**config.mk**
```make
export PLATFORM = sky130hd
export DESIGN_NAME = dma_addr_gen
export DESIGN_NICKNAME = d
export VERILOG_FILES = /design/src/rtl/dma_addr_pkg.sv /design/src/rtl/dma_addr_step.sv /design/src/rtl/dma_addr_ring.sv /design/src/rtl/dma_addr_lane.sv /design/src/rtl/dma_addr_gen.sv
export SDC_FILE = /design/constraint.sdc
export NUM_CORES = 1
export LEC_CHECK = 0
export ABC_AREA = 1
export BUFFER_PORTS_ARGS = -buffer_cell sky130_fd_sc_hd__buf_4
export CORE_AREA = 2 2 133 135
export CTS_CLUSTER_DIAMETER = 30
export DETAILED_ROUTE_END_ITERATION = 6
export DIE_AREA = 0 0 135 137
export HOLD_SLACK_MARGIN = 0.08
export PLACE_DENSITY_LB_ADDON = 0.05
export SLEW_MARGIN = 20
export SYNTH_ARGS = -nofsm -noshare
export SYNTH_HDL_FRONTEND = slang
export SYNTH_HIERARCHICAL = 1
export SYNTH_SLANG_ARGS = --single-unit
```
**constraint.sdc**
```tcl
create_clock -name clk_i -period 3.3 [get_ports clk_i]
set_input_delay 0.825 -clock clk_i [delete_from_list [all_inputs] [get_ports clk_i]]
set_output_delay 0.825 -clock clk_i [all_outputs]
set_load 0.01 [all_outputs]
```
**src/rtl/dma_addr_pkg.sv**
```systemverilog
package dma_addr_pkg;
  localparam int unsigned NUM_SIDES = 2;
  localparam int unsigned SIDE_RD   = 0;
  localparam int unsigned SIDE_WR   = 1;

  localparam logic [1:0] SZ_BYTE = 2'd0;
  localparam logic [1:0] SZ_HALF = 2'd1;
  localparam logic [1:0] SZ_WORD = 2'd2;

  typedef struct packed {
    logic [1:0] size;
    logic       rd_incr;
    logic       wr_incr;
    logic       ring_wr;
  } addr_cfg_t;
endpackage

```
**src/rtl/dma_addr_step.sv**
```systemverilog
module dma_addr_step #(
  parameter int unsigned AW = 32
) (
  input  logic [1:0]    size_i,
  output logic [AW-1:0] step_o
);
  import dma_addr_pkg::*;

  always_comb begin
    unique case (size_i)
      SZ_BYTE: step_o = AW'(1);
      SZ_HALF: step_o = AW'(2);
      default: step_o = AW'(4); // word and the unused code
    endcase
  end

  always_comb begin
    assert ($onehot(step_o));
  end
endmodule

```
**src/rtl/dma_addr_ring.sv**
```systemverilog
module dma_addr_ring #(
  parameter int unsigned AW = 32,
  parameter int unsigned RW = 4,
  parameter int unsigned NS = 2
) (
  input  logic [RW-1:0]        ring_n_i,
  input  logic                 ring_wr_i,
  output logic [NS-1:0][AW-1:0] mask_o
);
  import dma_addr_pkg::*;

  logic [AW-1:0] ring_mask;

  always_comb begin
    if (ring_n_i == '0) ring_mask = '0;
    else                ring_mask = (AW'(1) << ring_n_i) - AW'(1);
  end

  for (genvar s = 0; s < NS; s++) begin : g_side
    localparam logic SEL = (s == int'(SIDE_WR));
    assign mask_o[s] = (ring_wr_i == SEL) ? ring_mask : '0;
  end


  always_comb begin
    assert ((mask_o[SIDE_RD] == '0) || (mask_o[SIDE_WR] == '0));
  end
endmodule

```
**src/rtl/dma_addr_lane.sv**
```systemverilog
module dma_addr_lane #(
  parameter int unsigned AW = 32
) (
  input  logic          clk_i,
  input  logic          rst_ni,
  input  logic          load_i,
  input  logic [AW-1:0] start_i,
  input  logic          adv_i,
  input  logic [AW-1:0] step_i,
  input  logic [AW-1:0] mask_i,
  output logic [AW-1:0] addr_o
);
  logic [AW-1:0] addr_q, sum, nxt;

  assign sum = addr_q + step_i;
  // keep bits above the ring, take only the ring bits from the sum
  assign nxt = (mask_i == '0) ? sum : ((addr_q & ~mask_i) | (sum & mask_i));

  always_ff @(posedge clk_i or negedge rst_ni) begin
    if (!rst_ni)     addr_q <= '0;
    else if (load_i) addr_q <= start_i;
    else if (adv_i)  addr_q <= nxt;
  end

  assign addr_o = addr_q;


  load_takes_start_chk: assert property (@(posedge clk_i) disable iff (!rst_ni)
    load_i |=> addr_q == $past(start_i));


  idle_holds_chk: assert property (@(posedge clk_i) disable iff (!rst_ni)
    (!load_i && !adv_i) |=> $stable(addr_q));


  ring_upper_hold_chk: assert property (@(posedge clk_i) disable iff (!rst_ni)
    (adv_i && !load_i && mask_i != '0) |=>
      ((addr_q & ~$past(mask_i)) == ($past(addr_q) & ~$past(mask_i))));
endmodule

```
**src/rtl/dma_addr_gen.sv**
```systemverilog
module dma_addr_gen #(
  parameter int unsigned AW = 32,
  parameter int unsigned RW = 4
) (
  input  logic          clk_i,
  input  logic          rst_ni,
  input  logic          load_i,
  input  logic [AW-1:0] rd_start_i,
  input  logic [AW-1:0] wr_start_i,
  input  logic [1:0]    size_i,
  input  logic          rd_incr_i,
  input  logic          wr_incr_i,
  input  logic [RW-1:0] ring_size_i,
  input  logic          ring_wr_i,
  input  logic          beat_i,
  output logic [AW-1:0] rd_addr_o,
  output logic [AW-1:0] wr_addr_o,
  output logic          beat_o
);
  import dma_addr_pkg::*;

  localparam int unsigned NS = NUM_SIDES;

  addr_cfg_t     cfg_q;
  logic [RW-1:0] ring_n_q;
  logic          beat_q;
  logic          beat_acc;
  logic [AW-1:0] step;
  logic [NS-1:0][AW-1:0] mask;
  logic [NS-1:0][AW-1:0] start;
  logic [NS-1:0][AW-1:0] addr;
  logic [NS-1:0]         incr;

  always_ff @(posedge clk_i or negedge rst_ni) begin
    if (!rst_ni) begin
      cfg_q    <= '0;
      ring_n_q <= '0;
    end else if (load_i) begin
      cfg_q.size    <= size_i;
      cfg_q.rd_incr <= rd_incr_i;
      cfg_q.wr_incr <= wr_incr_i;
      cfg_q.ring_wr <= ring_wr_i;
      ring_n_q      <= ring_size_i;
    end
  end

  assign beat_acc = beat_i && !load_i;

  always_ff @(posedge clk_i or negedge rst_ni) begin
    if (!rst_ni) beat_q <= 1'b0;
    else         beat_q <= beat_acc;
  end

  dma_addr_step #(.AW(AW)) u_step (
    .size_i (cfg_q.size),
    .step_o (step)
  );

  dma_addr_ring #(.AW(AW), .RW(RW), .NS(NS)) u_ring (
    .ring_n_i  (ring_n_q),
    .ring_wr_i (cfg_q.ring_wr),
    .mask_o    (mask)
  );

  assign start[SIDE_RD] = rd_start_i;
  assign start[SIDE_WR] = wr_start_i;
  assign incr[SIDE_RD]  = cfg_q.rd_incr;
  assign incr[SIDE_WR]  = cfg_q.wr_incr;

  for (genvar s = 0; s < NS; s++) begin : g_lane
    dma_addr_lane #(.AW(AW)) u_lane (
      .clk_i   (clk_i),
      .rst_ni  (rst_ni),
      .load_i  (load_i),
      .start_i (start[s]),
      .adv_i   (beat_acc && incr[s]),
      .step_i  (step),
      .mask_i  (mask[s]),
      .addr_o  (addr[s])
    );
  end

  assign rd_addr_o = addr[SIDE_RD];
  assign wr_addr_o = addr[SIDE_WR];
  assign beat_o    = beat_q;


  beat_strobe_chk: assert property (@(posedge clk_i) disable iff (!rst_ni)
    (beat_i && !load_i) |=> beat_o);


  load_no_strobe_chk: assert property (@(posedge clk_i) disable iff (!rst_ni)
    load_i |=> !beat_o);


  rd_unwrapped_chk: assert property (@(posedge clk_i) disable iff (!rst_ni)
    (beat_acc && cfg_q.rd_incr && (cfg_q.ring_wr || ring_n_q == '0)) |=>
      rd_addr_o == $past(rd_addr_o) + $past(step));


  wr_unwrapped_chk: assert property (@(posedge clk_i) disable iff (!rst_ni)
    (beat_acc && cfg_q.wr_incr && (!cfg_q.ring_wr || ring_n_q == '0)) |=>
      wr_addr_o == $past(wr_addr_o) + $past(step));
endmodule

```
## Yosys cells after proc, flatten, opt, wreduce, memory -nomap -nowiden

Cells that the tools add are included.

| cells by class | value |
|---|---|
| add/subtract/negate cells | 3 |
| equality and inequality tests | 1 |
| shifts and indexed selects | 1 |
| multiplexer cells | 10 |
| bitwise logic cells | 8 |
| reduce and logical (&&, ||, !) cells | 10 |

Operators by type and width:

| operator | count |
|---|---|
| $mux 32 | 9 |
| $and 32x32->32 | 4 |
| $add 32x3->32 | 2 |
| $logic_not 32->1 | 2 |
| $not 32->32 | 2 |
| $or 32x32->32 | 2 |
| $shl 1x4->32 const A | 1 |
| $sub 32x2->32 const B | 1 |
| $pmux 3 s2 | 1 |
| $logic_not 4->1 | 1 |
| $reduce_bool 2->1 | 2 |
| $logic_and 1x1->1 | 3 |
| $eq 2x1->1 const B | 1 |
| $logic_not 2->1 | 1 |
| $logic_not 1->1 | 1 |

| storage, ports and cells | value |
|---|---|
| register bits after elaboration | 74 |
| input bits | 77 |
| output and inout port bits | 65 |
| word-level logic and storage cells | 41 |

## Depth between registers and ports, before layout

Gate-level depths: netlist of the first run.

| logic depth | value |
|---|---|
| depth after elaboration | 10 |
| mapped depth | 23 |
| depth with buffers taken out | 22 |

## Modules after synthesis

Netlist of the first run, hierarchy kept.

Modules (own cells, without submodules):

| module | times used | cells each | area an instance (µm²) | sequential area each (µm²) |
|---|---|---|---|---|
| dma_addr_lane at g_lane[1].u_lane | 1 | 805 | 4347.9 | 800.8 |
| dma_addr_lane at g_lane[0].u_lane | 1 | 795 | 4340.4 | 800.8 |
| dma_addr_ring | 1 | 128 | 694.4 | 0.0 |
| dma_addr_gen | 1 | 43 | 386.6 | 250.2 |
| dma_addr_step | 1 | 34 | 236.5 | 0.0 |

## Worst setup path after synthesis of the first run

OpenSTA, ideal clock, no wires.

| timing path | value |
|---|---|
| kind | reg2reg |
| start | register ring_n_q[2] |
| end | register with a tool-made name |
| library setup time | 0.121 ns |
| data arrival time | 2.428 ns |
| data required time | 3.179 ns |
| path slack | 0.750 ns |
| cell stages (with the launch flop) | 22 |
| path buffers | 2 |
| clock period less this slack | 2.550 ns |
| path through | dfrtp_1 -> buf_4 -> nor2_4 -> inv_2 -> nor2_2 -> inv_2 -> ha_1 -> inv_1 -> nor2_4 -> nand2_1 -> nand2_1 -> nand2_1 -> nor2_1 -> nor2_1 -> nand2_1 -> nor2_2 -> nand2_2 -> nor2_4 -> buf_6 -> o21ai_1 -> a22oi_1 -> nand2_1 |

RTL lines:

| what | RTL line | source |
|---|---|---|
| start, declared | dma_addr_gen.sv:25 | `logic [RW-1:0] ring_n_q;` |
| start signal, assigned | dma_addr_gen.sv:43 | `ring_n_q <= ring_size_i;` |

==> impl_metrics.env, run 1 <==
export IMPL_antenna_found_initial=0
export IMPL_yosysMostFrequentCell="nand2_1"
export IMPL_slew_limit_headroom=0.413
export IMPL_die_h_microns=137
export IMPL_ff_latch_area_sq_mm=0.00185
export IMPL_ys_seq_area_frac=0.185
export IMPL_required_ns=3.53
export IMPL_synth_area_leaders="nand2_1, dfrtp_1, inv_1, nor2_1, ha_1"
export IMPL_drive_above_1_share=0.112
export IMPL_finalMaxSlewViolations=0
export IMPL_synth_simple_area_share=0.456
export IMPL_crit_type="reg2reg"
export IMPL_vias=11038
export IMPL_port_buffers=141
export IMPL_status="finished clean"
export IMPL_synth_top_family_by_area="simple AND/OR/NAND/NOR gates"
export IMPL_coreArea_sq_mm=0.0171
export IMPL_wl_per_cell_microns=14.3
export IMPL_drcViolationCount=0
export IMPL_postLayoutCoreUtil=0.668
export IMPL_cts_tree="yes"
export IMPL_worst_setup_path_start_kind="flop"
export IMPL_first_global_vias=9924
export IMPL_reg2reg_setup_slack_ns=0.37
export IMPL_p_per_area_mw_per_mm2=352
export IMPL_p_leak_nw=6.87
export IMPL_drt_total_wl_microns=31100
export IMPL_synth_compound_area_frac=0.0805
export IMPL_antenna_cells=0
export IMPL_area_growth_pct=13.8
export IMPL_ant_nets=0
export IMPL_yosys_warnings=6
export IMPL_path_clk_slew_ns=0.06
export IMPL_cts_root_buf="clkbuf_16"
export IMPL_rows=48
export IMPL_fmax_ghz=0.341
export IMPL_synthTopCellsByCount="nand2_1, inv_1, nor2_1, nand3_1, dfrtp_1"
export IMPL_clk_path_buf_depth=2
export IMPL_yosysUniqueCellTypes=43
export IMPL_worst_slack_ns=0.368
export IMPL_rsz0062_at_grt="no"
export IMPL_hold_class="reg2reg"
export IMPL_finalWeightedCongestion=0.955
export IMPL_via_per_inst=5.09
export IMPL_synth_area_per_cell_sq_um=5.54
export IMPL_reg2regPathDepth=18
export IMPL_period_minus_slack_ns=2.93
export IMPL_drv_cap=0
export IMPL_post_dp_hpwl_microns=25100
export IMPL_ios=142
export IMPL_numCtsBuffers=9
export IMPL_initialDrtViolationCount=860
export IMPL_final_nets=2085
export IMPL_htreeDepth=3
export IMPL_yosys_mux_area_fraction=0
export IMPL_setup_tns_ns=0
export IMPL_numClockSinks=74
export IMPL_synthAdderAreaFrac=0.0840
export IMPL_finClkSkew_ns=0.0101
export IMPL_synth_cells=1805
export IMPL_synth_seq_cells=74
export IMPL_synth_edf_count=0
export IMPL_crit_path_start="ring_n_q[2]$_DFFE_PN0P_"
export IMPL_multi_input_area_sq_mm=0.00664
export IMPL_grt_max_degree=87
export IMPL_initial_utilization=0.587
export IMPL_tightest_slew_ns=0.881
export IMPL_hold_viol=0
export IMPL_crit_fanout=11
export IMPL_ir_drop_uv=270
export IMPL_grtUsageTotal=0.338
export IMPL_cts_resized=0
export IMPL_yosys_most_used_dff="dfrtp_1"
export IMPL_r2r_start="ring_n_q[2]$_DFFE_PN0P_"
export IMPL_synthArstFlopShare=1.00
export IMPL_final_setup_viol_count=0
export IMPL_cp_end_kind="flop"
export IMPL_grt_pass1_wl_microns=49000
export IMPL_dp_slack_ns=0.298
export IMPL_synth_top_area_frac=0.255
export IMPL_synth_area_sq_mm=0.0100
export IMPL_die_w_microns=135
export IMPL_fin_crit_sh=0.889
export IMPL_clk_insertion_delay_late_ns=0.35
export IMPL_first_pass_iters=5
export IMPL_synth_xor_xnor_area_share=0.0236
export IMPL_synth_top_area_cell="nand2_1"
export IMPL_overflow=0
export IMPL_design_die_area_sq_mm=0.0185
export IMPL_num_fill_cells=1746
export IMPL_arrival_ns=3.16
per-layer routing:
| layer | global-route usage | wire length, microns | up-vias |
|---|---|---|---|
| met3 | 0.0404 | 1960 | 46 |
| met5 | 0 | 0 | - |
| met2 | 0.570 | 14200 | 391 |
| met4 | 0.118 | 898 | 0 |
| met1 | 0.450 | 14000 | 4853 |
| li1 | - | - | 5748 |
placed cells by master, fill, tap and decap left out, types with 3 or more instances in the layout:
master	netlist	routed
conb_1	2	51
nor2_1	243	241
o21bai_1	3	3
nand2_2	6	6
o21ai_1	31	31
a22oi_1	31	31
nand3_1	132	132
ha_1	64	64
buf_4	52	166
xor2_1	24	24
clkbuf_16	0	9
nand2_1	680	680
nand3b_1	13	13
nor3_1	13	13
nand4_1	6	6
o21ai_0	22	22
nor2_2	6	8
inv_2	8	8
dfrtp_1	74	74
o211ai_1	4	4
inv_1	284	284
nor2_4	5	5
xnor2_1	3	3
or2_2	4	4
a21oi_1	39	39
worst min path at each step:
| stage | cells past startpoint | to | from |
|---|---|---|---|
| after floorplan | 2 | cfg_q[0]$_DFFE_PN0P_ | cfg_q[0]$_DFFE_PN0P_ |
| after global placement | 2 | cfg_q[2]$_DFFE_PN0P_ | cfg_q[2]$_DFFE_PN0P_ |
| after detailed placement | 2 | cfg_q[2]$_DFFE_PN0P_ | cfg_q[2]$_DFFE_PN0P_ |
| after CTS | 2 | cfg_q[2]$_DFFE_PN0P_ | cfg_q[2]$_DFFE_PN0P_ |
| after global routing | 2 | cfg_q[2]$_DFFE_PN0P_ | cfg_q[2]$_DFFE_PN0P_ |
| final | 2 | cfg_q[2]$_DFFE_PN0P_ | cfg_q[2]$_DFFE_PN0P_ |
repair_timing:
item | in CTS | in global routing
setup endpoints to repair | 0 | 9
hold buffers | 0 | 0
setup buffers | 0 | 9
worst max-delay path: stages (launching register included):
cell,delay [ns]
dfrtp_1,0.52
nor2_4,0.19
inv_2,0.05
nor2_2,0.11
inv_2,0.07
ha_1,0.20
nand3_1,0.15
xor2_1,0.20
nor2_1,0.10
nor2_1,0.12
nand2_1,0.06
nor2_1,0.10
nand2_1,0.09
nor2_4,0.20
buf_4,0.17
o21ai_0,0.08
buf_4,0.18
a22oi_1,0.14
nand2_1,0.09
logic make-up (layout without fill, tap and decap cells):
group,count (synthesis),after routing
other cells,2,51
buf+inv,382,472
xor+xnor,27,27
fa+ha+maj,66,66
compound gates,137,137
simple gates,1117,1117
flops,74,74
where the power goes:
group | internal, mW | switching, mW
registers | 1.00 | 0.105
logic | 0.728 | 1.23
clock network | 0.539 | 0.406
total | 2.27 | 1.74
per-stage QoR:
step / total power [mW] / std cells / instance area [sq um] / hold WS, ns
2_1_floorplan: 2.48 / 1854 / 10200 / 0.440
3_3_place_gp: 2.92 / 2147 / 11100 / 0.461
3_5_place_dp: 2.94 / 2147 / 11100 / 0.466
4_1_cts: 3.90 / 2160 / 11300 / 0.478
5_1_grt: 4.32 / 2169 / 11400 / 0.489
6_report: 4.01 / 2169 / 11400 / 0.477
cell type report:
| class | instances | share of cell area |
|---|---|---|
| clock buffer | 13 | 0.0228 |
| timing repair buffer | 167 | 0.110 |
| sequential | 74 | 0.163 |
| tap | 225 | 0.0247 |
| inverter | 292 | 0.0962 |
| multi-input combinational | 1398 | 0.583 |
(Power assumes the default switching activity.)
==> inputs of run 2 (changes only) <==
--- a/config.mk
+++ b/config.mk
@@ -5,12 +5,12 @@
 export SDC_FILE = /design/constraint.sdc
 export NUM_CORES = 1
 export LEC_CHECK = 0
-export ABC_AREA = 1
 export BUFFER_PORTS_ARGS = -buffer_cell sky130_fd_sc_hd__buf_4
-export CORE_AREA = 2 2 133 135
+export CORE_AREA = 2 2 121 123
 export CTS_CLUSTER_DIAMETER = 30
 export DETAILED_ROUTE_END_ITERATION = 6
-export DIE_AREA = 0 0 135 137
+export DIE_AREA = 0 0 123 125
+export GPL_TIMING_DRIVEN = 0
 export HOLD_SLACK_MARGIN = 0.08
 export PLACE_DENSITY_LB_ADDON = 0.05
 export SLEW_MARGIN = 20
==> impl_metrics.env, run 2 <==
export IMPL_antenna_found_initial=0
export IMPL_crit_type="reg2reg"
export IMPL_layout_commonest_cell="buf_4"
export IMPL_synth_area_per_cell_sq_um=7.78
export IMPL_yosysUniqueCellTypes=78
export IMPL_first_global_vias=7646
export IMPL_synth_area_sq_mm=0.00794
export IMPL_dp_cells=1394
export IMPL_p_int_mw=2.35
export IMPL_drive_above_1_share=0.236
export IMPL_yosys_warnings=6
export IMPL_htreeDepth=3
export IMPL_reg2regPathDepth=13
export IMPL_design_die_area_sq_mm=0.0154
export IMPL_initial_utilization=0.559
export IMPL_area_growth_pct=25.0
export IMPL_synthTopCellsByCount="o21ai_0, a21oi_1, nand2_1, nor2_1, dfrtp_1"
export IMPL_tightest_slew_ns=0.739
export IMPL_ant_nets=0
export IMPL_finClkSkew_ns=0.00891
export IMPL_pwr_share_seq=0.289
export IMPL_synth_seq_cells=74
export IMPL_worst_setup_path_start_kind="flop"
export IMPL_synth_top_area_frac=0.233
export IMPL_cts_root_buf="clkbuf_16"
export IMPL_numClockSinks=74
export IMPL_r2r_start="ring_n_q[2]$_DFFE_PN0P_"
export IMPL_drt_total_wl_microns=26200
export IMPL_final_setup_viol_count=0
export IMPL_numCtsBuffers=9
export IMPL_yosys_most_used_dff="dfrtp_1"
export IMPL_ys_seq_area_frac=0.233
export IMPL_fin_crit_sh=0.973
export IMPL_crit_fanout=10
export IMPL_clk_path_buf_depth=2
export IMPL_fmax_ghz=0.311
export IMPL_reg2reg_setup_slack_ns=0.09
export IMPL_finalInstanceArea_sq_mm=0.00993
export IMPL_clkPwrFrac=0.244
export IMPL_first_pass_iters=7
export IMPL_finalWeightedCongestion=0.996
export IMPL_drcViolationCount=0
export IMPL_grt_pass1_wl_microns=40100
export IMPL_postLayoutCoreUtil=0.699
export IMPL_period_minus_slack_ns=3.21
export IMPL_coreArea_sq_mm=0.0142
export IMPL_die_w_microns=123
export IMPL_power_frac_comb=0.467
export IMPL_final_cell_mix="buf_4, a21oi_1, nand2_1"
export IMPL_arrival_ns=3.41
export IMPL_port_buffers=141
export IMPL_hold_ws_ns=0.436
export IMPL_setup_tns_ns=0
export IMPL_finalMaxSlewViolations=0
export IMPL_hold_class="in2async"
export IMPL_cp_end_kind="flop"
export IMPL_required_ns=3.50
export IMPL_final_nets=1370
export IMPL_wl_per_cell_microns=18.5
export IMPL_p_sw_mw=1.49
export IMPL_via_per_inst=5.94
export IMPL_ios=142
export IMPL_post_dp_hpwl_microns=20600
export IMPL_ir_drop_uv=228
export IMPL_overflow=0
export IMPL_synth_top_area_cell="dfrtp_1"
export IMPL_grt_max_degree=75
export IMPL_rows=44
export IMPL_synthArstFlopShare=1.00
export IMPL_path_clk_slew_ns=0.06
export IMPL_initialDrtViolationCount=733
export IMPL_rsz0062_at_grt="yes"
export IMPL_hold_viol=0
export IMPL_synth_cells=1020
export IMPL_num_fill_cells=1287
export IMPL_synth_area_leaders="dfrtp_1, ha_1, o21ai_0, a21oi_1, buf_4"
export IMPL_antenna_cells=0
export IMPL_p_per_area_mw_per_mm2=387
export IMPL_instances_no_fill=1415
export IMPL_vias=8409
export IMPL_die_h_microns=125
export IMPL_drv_cap=0
export IMPL_placed_cell_area_sq_mm=0.00941
export IMPL_slew_limit_headroom=0.508
export IMPL_yosysMostFrequentCell="o21ai_0"
export IMPL_swShare=0.387
export IMPL_grtUsageTotal=0.337
export IMPL_synth_edf_count=0
export IMPL_status="finished clean"
export IMPL_p_leak_nw=4.62
export IMPL_clk_insertion_delay_late_ns=0.34
export IMPL_cts_tree="yes"
-- run 2: cell count changes after synthesis, sizes merged, moves of 17 or more --
cell / previous run / this run
a21o: 2 / 19
a21oi: 40 / 102
a22oi: 31 / 1
clkbuf: 21 / 42
inv: 292 / 21
mux2i: 0 / 18
nand2: 686 / 97
nand3: 135 / 18
nor2: 254 / 95
nor4: 2 / 19
o21a: 1 / 22
o21ai: 55 / 117
xnor2: 3 / 29
-- run 2: area by class of cell --
cell class	count	area, sq um	area share
Clock buffer	13	260	0.0262
Timing Repair Buffer	148	1130	0.114
Tap cell	184	230	0.0232
Inverter	21	78.8	0.00794
Multi-Input combinational cell	875	5750	0.580
Clock inverter	2	12.5	0.00126
Sequential cell	74	1860	0.187
Buffer	98	607	0.0611
-- run 2: worst max path at each step --
stage,startpoint,endpoint,cells after the start
detailed placement,ring_n_q[2]$_DFFE_PN0P_,flop,14
global route,ring_n_q[2]$_DFFE_PN0P_,flop,15
CTS,ring_n_q[3]$_DFFE_PN0P_,flop,12
finish,ring_n_q[2]$_DFFE_PN0P_,flop,13
global placement,ring_n_q[2]$_DFFE_PN0P_,flop,14
floorplan,ring_n_q[3]$_DFFE_PN0P_,flop,15
-- run 2: per-stage QoR --
stage	total power [mW]	worst slack, ns
final	3.84	0.0897
after global routing	4.10	-0.110
after CTS	3.73	0.00276
after detailed placement	2.77	-1.07
after global placement	2.75	-1.12
after floorplan	2.30	0.0469
-- run 2: power by group through the flow --
stage | Clock [mW] | Combinational (mW) | Sequential [mW]
global placement | 0 | 1.63 | 1.12
detailed placement | 0 | 1.65 | 1.12
CTS | 0.959 | 1.66 | 1.11
global route | 1.01 | 1.97 | 1.12
finish | 0.937 | 1.80 | 1.11
floorplan | 0 | 1.17 | 1.13
-- run 2: kinds of logic (layout without fill, tap and decap cells) --
group | after synthesis | after routing | synth area share
compound gates | 352 | 352 | 0.276
simple gates | 320 | 320 | 0.194
buf+inv | 120 | 282 | 0.0840
flops | 74 | 74 | 0.233
fa+ha+maj | 66 | 66 | 0.106
xor+xnor | 54 | 54 | 0.0596
mux | 32 | 32 | 0.0459
other cells | 2 | 51 | 0.000946
-- run 2: worst max-delay path: stages (launching register included) --
cell and delay, ns:
dfrtp_2 0.45, nor4_4 0.35, inv_2 0.11, ha_4 0.22, nor2b_1 0.20, a32oi_2 0.11
o32ai_1 0.45, nor4_2 0.08, nand4_1 0.16, nor2_4 0.07, clkbuf_2 0.19, o21ai_1 0.37
mux2i_1 0.24, a21oi_1 0.08
-- run 2: timing repair --
item	4_1_cts	5_1_grt
pin swaps	4	19
endpoints found under the setup margin	64	62
gates resized for setup	18	47
setup buffers	3	3
hold buffers	0	0
-- run 2: metal layers --
metal | vias up | share of wire | GRT usage
met4 | 0 | 0.035 | 0.126
met5 | - | 0 | 0
met3 | 63 | 0.059 | 0.0443
met1 | 3914 | 0.45 | 0.476
li1 | 4055 | - | -
met2 | 377 | 0.45 | 0.525
